[config.mk]
export PLATFORM = sky130hd
export DESIGN_NAME = csr_mii_bridge
export DESIGN_NICKNAME = d
export VERILOG_FILES = /design/src/rtl/csr_mii_pkg.sv /design/src/rtl/csr_host_port.sv /design/src/rtl/csr_reg_bank.sv /design/src/rtl/mdio_master.sv /design/src/rtl/csr_mii_bridge.sv
export SDC_FILE = /design/constraint.sdc
export NUM_CORES = 1
export LEC_CHECK = 0
export ABC_AREA = 1
export BUFFER_PORTS_ARGS = -buffer_cell sky130_fd_sc_hd__buf_4
export CORE_MARGIN = 3
export CORE_UTILIZATION = 40
export CTS_CLUSTER_DIAMETER = 100
export DETAILED_ROUTE_END_ITERATION = 12
export SETUP_SLACK_MARGIN = 0.15
export SYNTH_ARGS = -nofsm -noshare
export SYNTH_HDL_FRONTEND = slang
export SYNTH_SLANG_ARGS = --single-unit
export TNS_END_PERCENT = 1
[constraint.sdc]
create_clock -name clk -period 1.75 [get_ports clk]
set_input_delay 0.35 -clock clk [delete_from_list [all_inputs] [get_ports clk]]
set_output_delay 0.35 -clock clk [all_outputs]
set_load 0.02 [all_outputs]
[src/rtl/csr_mii_pkg.sv]
`timescale 1ns/1ps
// Shared constants, types and frame builder for the two-level access bridge.
package csr_mii_pkg;
    localparam logic [7:0] MGMT_ACC_IDX = 8'd6;
    localparam logic [7:0] MGMT_DAT_IDX = 8'd7;
    localparam int FRAME_BITS  = 64;
    localparam int HDR_BITS    = 46;
    localparam int DATA_FIRST  = 48;

    typedef struct packed {
        logic       busy;
        logic       rnw;
        logic [7:0] addr;
    } cmd_t;

    typedef struct packed {
        logic [4:0] phy;
        logic [4:0] regi;
        logic       wr;
    } mgmt_t;

    // Assemble the full serial frame, first bit in position 63.
    function automatic logic [63:0] build_frame(input mgmt_t m, input logic [15:0] d);
        logic [1:0] op;
        logic [1:0] ta;
        op = m.wr ? 2'b01 : 2'b10;
        ta = m.wr ? 2'b10 : 2'b00;
        return {32'hFFFF_FFFF, 2'b01, op, m.phy, m.regi, ta, (m.wr ? d : 16'h0000)};
    endfunction
endpackage

[src/rtl/csr_host_port.sv]
`timescale 1ns/1ps
// Host-facing command and data words.
// Holds the command word and the data word, decides when a host write is refused,
// and completes each command-tier transfer one cycle after it is issued.
// Assumes the register bank answers reads combinationally.
module csr_host_port
    import csr_mii_pkg::*;
(
    input  logic        clk,
    input  logic        rst_n,
    input  logic        host_wr,
    input  logic        host_sel,
    input  logic [31:0] host_wdata,
    input  logic        mgmt_busy,
    input  logic [31:0] bank_rdata,
    output logic [31:0] host_rdata,
    output logic        cmd_busy,
    output logic        cmd_rnw,
    output logic [7:0]  cmd_addr,
    output logic [31:0] data_word,
    output logic        cmd_err
);
    cmd_t        cmd_q;
    logic [31:0] data_q;
    logic        err_q;
    logic        hits_mgmt;
    logic        blocked;

    // Detect a write command aimed at the management pair.
    always_comb begin
        hits_mgmt = !host_sel && host_wdata[31] && !host_wdata[30] &&
                    ((host_wdata[7:0] == MGMT_ACC_IDX) || (host_wdata[7:0] == MGMT_DAT_IDX));
        blocked   = cmd_q.busy || (mgmt_busy && hits_mgmt);
    end

    // Update the command and data words and raise the refusal pulse.
    always_ff @(posedge clk) begin
        if (!rst_n) begin
            cmd_q  <= '0;
            data_q <= '0;
            err_q  <= 1'b0;
        end else begin
            err_q <= host_wr && blocked;
            if (cmd_q.busy) begin
                cmd_q.busy <= 1'b0;
                if (cmd_q.rnw) data_q <= bank_rdata;
            end
            if (host_wr && !blocked) begin
                if (!host_sel) cmd_q <= '{busy: host_wdata[31], rnw: host_wdata[30], addr: host_wdata[7:0]};
                else           data_q <= host_wdata;
            end
        end
    end

    // Present the selected host word.
    always_comb begin
        host_rdata = host_sel ? data_q : {cmd_q.busy, cmd_q.rnw, 22'b0, cmd_q.addr};
    end

    assign cmd_busy  = cmd_q.busy;
    assign cmd_rnw   = cmd_q.rnw;
    assign cmd_addr  = cmd_q.addr;
    assign data_word = data_q;
    assign cmd_err   = err_q;
endmodule

[src/rtl/csr_reg_bank.sv]
`timescale 1ns/1ps
// Internal register bank.
// Indices 6 and 7 form the management pair. Every other index is plain 32-bit storage.
// Writes to index 6 with bit 0 set request a frame. Read results from the master land in index 7.
// Assumes NREG is at least 8 and a power of two.
module csr_reg_bank
    import csr_mii_pkg::*;
#(
    parameter int NREG = 8
) (
    input  logic        clk,
    input  logic        rst_n,
    input  logic        xfer_en,
    input  logic        xfer_rnw,
    input  logic [7:0]  xfer_addr,
    input  logic [31:0] xfer_wdata,
    input  logic        mgmt_busy,
    input  logic        mgmt_done_rd,
    input  logic [15:0] mgmt_rdata,
    output logic [31:0] rdata,
    output logic        mgmt_start,
    output mgmt_t       start_cfg,
    output logic [15:0] mgmt_wdata
);
    localparam int         IDX_W  = $clog2(NREG);
    localparam logic [7:0] NREG_L = 8'(NREG);

    logic        in_range;
    logic        wr_en;
    logic [31:0] rd_word [NREG];
    mgmt_t       acc_q;
    logic [15:0] dat_q;

    assign in_range   = xfer_addr < NREG_L;
    assign wr_en      = xfer_en && !xfer_rnw && in_range;
    assign mgmt_start = wr_en && (xfer_addr == MGMT_ACC_IDX) && xfer_wdata[0];
    assign start_cfg  = '{phy: xfer_wdata[15:11], regi: xfer_wdata[10:6], wr: xfer_wdata[1]};
    assign mgmt_wdata = dat_q;

    for (genvar i = 0; i < NREG; i++) begin : g_reg
        if (i == int'(MGMT_ACC_IDX)) begin : g_acc
            // Hold the management access fields.
            always_ff @(posedge clk) begin
                if (!rst_n)                                      acc_q <= '0;
                else if (wr_en && xfer_addr == MGMT_ACC_IDX) acc_q <= start_cfg;
            end
            assign rd_word[i] = {16'b0, acc_q.phy, acc_q.regi, 4'b0, acc_q.wr, mgmt_busy};
        end else if (i == int'(MGMT_DAT_IDX)) begin : g_dat
            // Hold the management data word, loaded by the host or by a finished read frame.
            always_ff @(posedge clk) begin
                if (!rst_n)                                      dat_q <= '0;
                else if (wr_en && xfer_addr == MGMT_DAT_IDX) dat_q <= xfer_wdata[15:0];
                else if (mgmt_done_rd)                           dat_q <= mgmt_rdata;
            end
            assign rd_word[i] = {16'b0, dat_q};
        end else begin : g_plain
            logic [31:0] store_q;
            // Plain storage register.
            always_ff @(posedge clk) begin
                if (!rst_n)                                 store_q <= '0;
                else if (wr_en && xfer_addr == 8'(i)) store_q <= xfer_wdata;
            end
            assign rd_word[i] = store_q;
        end
    end

    // Select the addressed register, or zero when the index is out of range.
    always_comb begin
        rdata = in_range ? rd_word[xfer_addr[IDX_W-1:0]] : 32'h0;
    end
endmodule

[src/rtl/mdio_master.sv]
`timescale 1ns/1ps
// Serial management frame engine.
// Divides clk into MDC, shifts out a 64-bit frame with changes while MDC is low,
// releases MDIO for read turnaround and read data, and samples on MDC rising edges.
// Assumes start is only asserted while idle.
module mdio_master
    import csr_mii_pkg::*;
#(
    parameter int MDC_HALF = 2
) (
    input  logic        clk,
    input  logic        rst_n,
    input  logic        start,
    input  mgmt_t       start_cfg,
    input  logic [15:0] wdata,
    input  logic        mdio_in,
    output logic        busy,
    output logic        mdc,
    output logic        mdio_out,
    output logic        mdio_oe,
    output logic        done_rd,
    output logic [15:0] rdata
);
    localparam int         CNT_W    = (MDC_HALF > 1) ? $clog2(MDC_HALF) : 1;
    localparam logic [5:0] LAST_BIT = 6'(FRAME_BITS - 1);

    logic        busy_q, mdc_q, is_wr_q;
    logic [5:0]  bit_q;
    logic [63:0] frame_q;
    logic [15:0] rd_q;
    logic        tick, rise, fall, last;

    if (MDC_HALF == 1) begin : g_nodiv
        assign tick = busy_q;
    end else begin : g_div
        logic [CNT_W-1:0] div_q;
        // Count clk cycles within each MDC half period.
        always_ff @(posedge clk) begin
            if (!rst_n)                 div_q <= '0;
            else if (!busy_q || tick)   div_q <= '0;
            else                        div_q <= div_q + 1'b1;
        end
        assign tick = busy_q && (div_q == CNT_W'(MDC_HALF - 1));
    end

    assign rise = tick && !mdc_q;
    assign fall = tick && mdc_q;
    assign last = bit_q == LAST_BIT;

    // Sequence the frame: load, toggle MDC, sample and advance.
    always_ff @(posedge clk) begin
        if (!rst_n) begin
            busy_q  <= 1'b0;
            mdc_q   <= 1'b0;
            is_wr_q <= 1'b0;
            bit_q   <= '0;
            frame_q <= '0;
            rd_q    <= '0;
        end else if (start && !busy_q) begin
            busy_q  <= 1'b1;
            mdc_q   <= 1'b0;
            is_wr_q <= start_cfg.wr;
            bit_q   <= '0;
            frame_q <= build_frame(start_cfg, wdata);
            rd_q    <= '0;
        end else if (busy_q) begin
            if (rise) begin
                mdc_q <= 1'b1;
                if (!is_wr_q && bit_q >= 6'(DATA_FIRST)) rd_q <= {rd_q[14:0], mdio_in};
            end
            if (fall) begin
                mdc_q <= 1'b0;
                if (last) busy_q <= 1'b0;
                else      bit_q  <= bit_q + 1'b1;
            end
        end
    end

    assign busy     = busy_q;
    assign mdc      = mdc_q;
    assign mdio_out = busy_q && frame_q[LAST_BIT - bit_q];
    assign mdio_oe  = busy_q && (is_wr_q || bit_q < 6'(HDR_BITS));
    assign done_rd  = fall && last && !is_wr_q;
    assign rdata    = rd_q;
endmodule

[src/rtl/csr_mii_bridge.sv]
`timescale 1ns/1ps
// Top level of the two-level register access bridge.
// Connects the host words, the internal bank and the management frame engine.
// Assumes a single host master and a PHY that drives read data while MDIO is released.
module csr_mii_bridge
    import csr_mii_pkg::*;
#(
    parameter int NREG     = 8,
    parameter int MDC_HALF = 2
) (
    input  logic        clk,
    input  logic        rst_n,
    input  logic        host_wr,
    input  logic        host_sel,
    input  logic [31:0] host_wdata,
    output logic [31:0] host_rdata,
    output logic        cmd_err,
    output logic        mdc,
    output logic        mdio_out,
    output logic        mdio_oe,
    input  logic        mdio_in
);
    logic        cmd_busy, cmd_rnw;
    logic [7:0]  cmd_addr;
    logic [31:0] data_word, bank_rdata;
    logic        mgmt_busy, mgmt_start, mgmt_done_rd;
    mgmt_t       start_cfg;
    logic [15:0] mgmt_wdata, mgmt_rdata;

    csr_host_port i_host (
        .clk(clk), .rst_n(rst_n), .host_wr(host_wr), .host_sel(host_sel),
        .host_wdata(host_wdata), .mgmt_busy(mgmt_busy), .bank_rdata(bank_rdata),
        .host_rdata(host_rdata), .cmd_busy(cmd_busy), .cmd_rnw(cmd_rnw),
        .cmd_addr(cmd_addr), .data_word(data_word), .cmd_err(cmd_err)
    );

    csr_reg_bank #(.NREG(NREG)) i_bank (
        .clk(clk), .rst_n(rst_n), .xfer_en(cmd_busy), .xfer_rnw(cmd_rnw),
        .xfer_addr(cmd_addr), .xfer_wdata(data_word), .mgmt_busy(mgmt_busy),
        .mgmt_done_rd(mgmt_done_rd), .mgmt_rdata(mgmt_rdata), .rdata(bank_rdata),
        .mgmt_start(mgmt_start), .start_cfg(start_cfg), .mgmt_wdata(mgmt_wdata)
    );

    mdio_master #(.MDC_HALF(MDC_HALF)) i_mdio (
        .clk(clk), .rst_n(rst_n), .start(mgmt_start), .start_cfg(start_cfg),
        .wdata(mgmt_wdata), .mdio_in(mdio_in), .busy(mgmt_busy), .mdc(mdc),
        .mdio_out(mdio_out), .mdio_oe(mdio_oe), .done_rd(mgmt_done_rd), .rdata(mgmt_rdata)
    );
endmodule

==> results.md <==
- Vias in the first global route: 12990
- Pre-CTS WS: -0.06971 ns
- Final HPWL DP: 28.28 mm
- Slew of the pin with the lowest slew margin: 0.4292 ns
- Starting density of the core: 41.24%
- Setup violators final: 17
- Hold Buf Count CTS: 0
- Antenna viol nets, final: 0
- Synthesized flop and latch total: 316
- Die Y: 193.3 um
- Longest Clk Path Bufs: 3
- Drt drc: 0
- Worst slew margin: 71.38%
- Chip width: 193.3 um
- RSZ-0062 raised after global routing: yes
- WL per Instance: 17.17 um
- Num CTS Buffers: 36
- CP required: 1.40 ns
- PD cells: 953.8 nW/um^2
- Final min period: 2.141 ns
- IO Pins: 73
- WS Path Type: reg2out
- Fin. Hold Viols: 0
- Worst-path clk slew: 0.06 ns
- All-Layer GR Usage: 22.73%
- Synth cell types: 33
- Worst skew pair latency: 0.51 ns
- Failing checks: setup timing
- Worst EP arrival: 1.79 ns
- Crit path cell chain: buf_4 > nand2_1 > nand2_1 > nand2_1 > nand2_1 > nand2_1 > nand2_1 > inv_1 > nand2_1 > nand2_1 > nand3_2 > nand2_2 > inv_2 > buf_6
- Critical-path top delay cell: dfxtp_4
- Clock sink count: 316
- Port Buffers: 72
- Leak: 0.007098 uW
- Outcome: finished with violations
- CTS tree: done
- Setup WS post-layout: -0.3913 ns
- Hold Slack: 0.08451 ns
- # diodes: 0
- Most frequent cells in the layout: nand2_1 (361), dfxtp_1 (280), a21oi_1 (228), inv_1 (214), nand3_1 (167)
- Non-filler cells, final: 2562
- Vias: 13640
- Router iterations before antenna repair: 5
- Synth Cell Area: 14040 um^2
- Die area: 37370 um^2
- Finished Core Util: 51.42%
- Slowest stage delay, CP: 0.36 ns
- Seq/Total Area, Yosys: 45.07%
- Syn avg cell area: 6.945 um^2
- Number of synthesis warnings: 0
- Critical Path Start Type: flop
- Total congestion overflow: 0
- Commonest non-fill, non-tap cell in the layout: nand2_1
- Maximum vdd drop: 0.5860 mV
- Initial DRC Count: 938
- Via density: 5.324
- Post-Route Skew: 0.01491 ns
- Post-route clock period utilization: 122.4%
- Syn Inst Count: 2021
- Final net count: 2129
- Final Max Tran Viols: 0
- Tightest Hold Check Type: in2reg
- Placed cells: 2494
- Fmax: 467.0 MHz
- Final GP Congestion: 0.8639
- Core Rows: 67
- Crit-path max FO: 6
- Synth-to-Final Area Change: 24.68%
- Root buffer cell: clkbuf_16
- Most frequent CP cell: nand2_1
- Core area: 34040 um^2
- First-pass GRT wire length: 70.55 mm
- Proportion of layout cells with a drive suffix above 1: 17.50%
- Max-cap violation count: 0
- Mapped Nets: 2059
- Total Wirelength: 44.00 mm
- CP Capture Type: primary output
- Initial antenna violation count: 0
- Largest net degree at the start of global routing: 107
- # H-tree levels: 2
## final cells by class
class	count	area (um^2)
Clock buffer	56	1127
Clock inverter	5	82.58
Fill cell	3351	16530
Inverter	231	888.4
Multi-Input combinational cell	1314	6486
Sequential cell	316	6386
Tap cell	448	560.5
Timing Repair Buffer	192	1969
## timing repair
action                                  CTS  global route
pin swaps                                 7             9
hold endpoints to repair                  0             0
endpoints found under the setup margin  328           322
resized for setup                       124           112
gates cloned                              1             0
buffers inserted                          4             2
## registers in the layout, summed over array words and instances (netlist names), 6 cells and up
register,flops
i_bank.acc_q,11
i_bank.g.g_plain.store_q,192
i_bank.mgmt_wdata,16
i_host.cmd_addr,8
i_host.data_word,32
i_mdio.bit_q,6
i_mdio.frame_q,29
i_mdio.rdata,16
## synth_stat cells, drive strengths merged
cell	count	area [um^2]
nor2	156	600.6
nand4	19	118.9
inv	228	855.8
o22ai	68	425.4
a21oi	234	1171
nand2	377	1430
nand3b	2	15.01
nor4	1	6.260
buf	42	221.5
dfxtp	316	6326
o2111ai	10	87.58
a31oi	4	25.02
nor3	12	97.59
nand3	175	898.4
ha	1	12.51
o21ai	250	1251
clkinv	3	11.26
clkbuf	118	442.9
nor3b	2	15.01
xor2	2	17.52
and2	1	6.260
## metal layers
metal	share of wire (%)	global-route usage [%]	wire [um]
met1	44	29.95	19480
met5	0	0	0
met2	48	39.43	21300
met4	2.6	6.536	1128
met3	4.8	2.609	2095
## stage by stage
| step | power, uW | area (um^2) | setup TNS [ns] |
|---|---|---|---|
| after global routing | 17310 | 17500 | -13.36 |
| after CTS | 16780 | 17260 | -0.9727 |
| after floorplan | 8369 | 14070 | 0 |
| after detailed placement | 9048 | 15720 | -1.689 |
| after global placement | 9037 | 15720 | 0 |
| final | 16690 | 17500 | -0.6347 |
## critical path: cells and delay by family, from the launching register on
family	cells	cell delay, ns
AND/OR/NAND/NOR	10	0.56
flip-flops	1	0.36
buffers and inverters	4	0.36
## report_power, final
| group | switching, uW | leakage (uW) | internal, uW |
|---|---|---|---|
| Clock | 2940 | 0.000597 | 4700 |
| Sequential | 120 | 0.00257 | 7280 |
| Combinational | 1040 | 0.00393 | 614 |
| Total | 4100 | 0.00710 | 12600 |
## worst paths after layout
| path | start | endpoint | slack, ns | cells past startpoint |
|---|---|---|---|---|
| worst max register to register | i_host.cmd_addr[7] | i_mdio.frame_q[8] | -0.02 | 10 |
| worst max-delay path | i_mdio.bit_q[0] | mdio_out | -0.39 | 14 |
| worst min-delay path | host_wdata[31] | i_host.cmd_busy | 0.08 | 3 |
| worst min register to register | i_mdio.g_div.div_q | i_mdio.g_div.div_q | 0.43 | 1 |
## cells by family after synthesis
group | count (synthesis) | share of synthesized area, %
AND/OR/NAND/NOR | 745 | 22.71
flip-flops | 316 | 45.07
adder cells (fa/ha/maj) | 1 | 0.08913
AO/OA/AOI/OAI | 566 | 21.09
XOR/XNOR | 2 | 0.1248
buffers and inverters | 391 | 10.91
(Power assumes the default switching activity.)
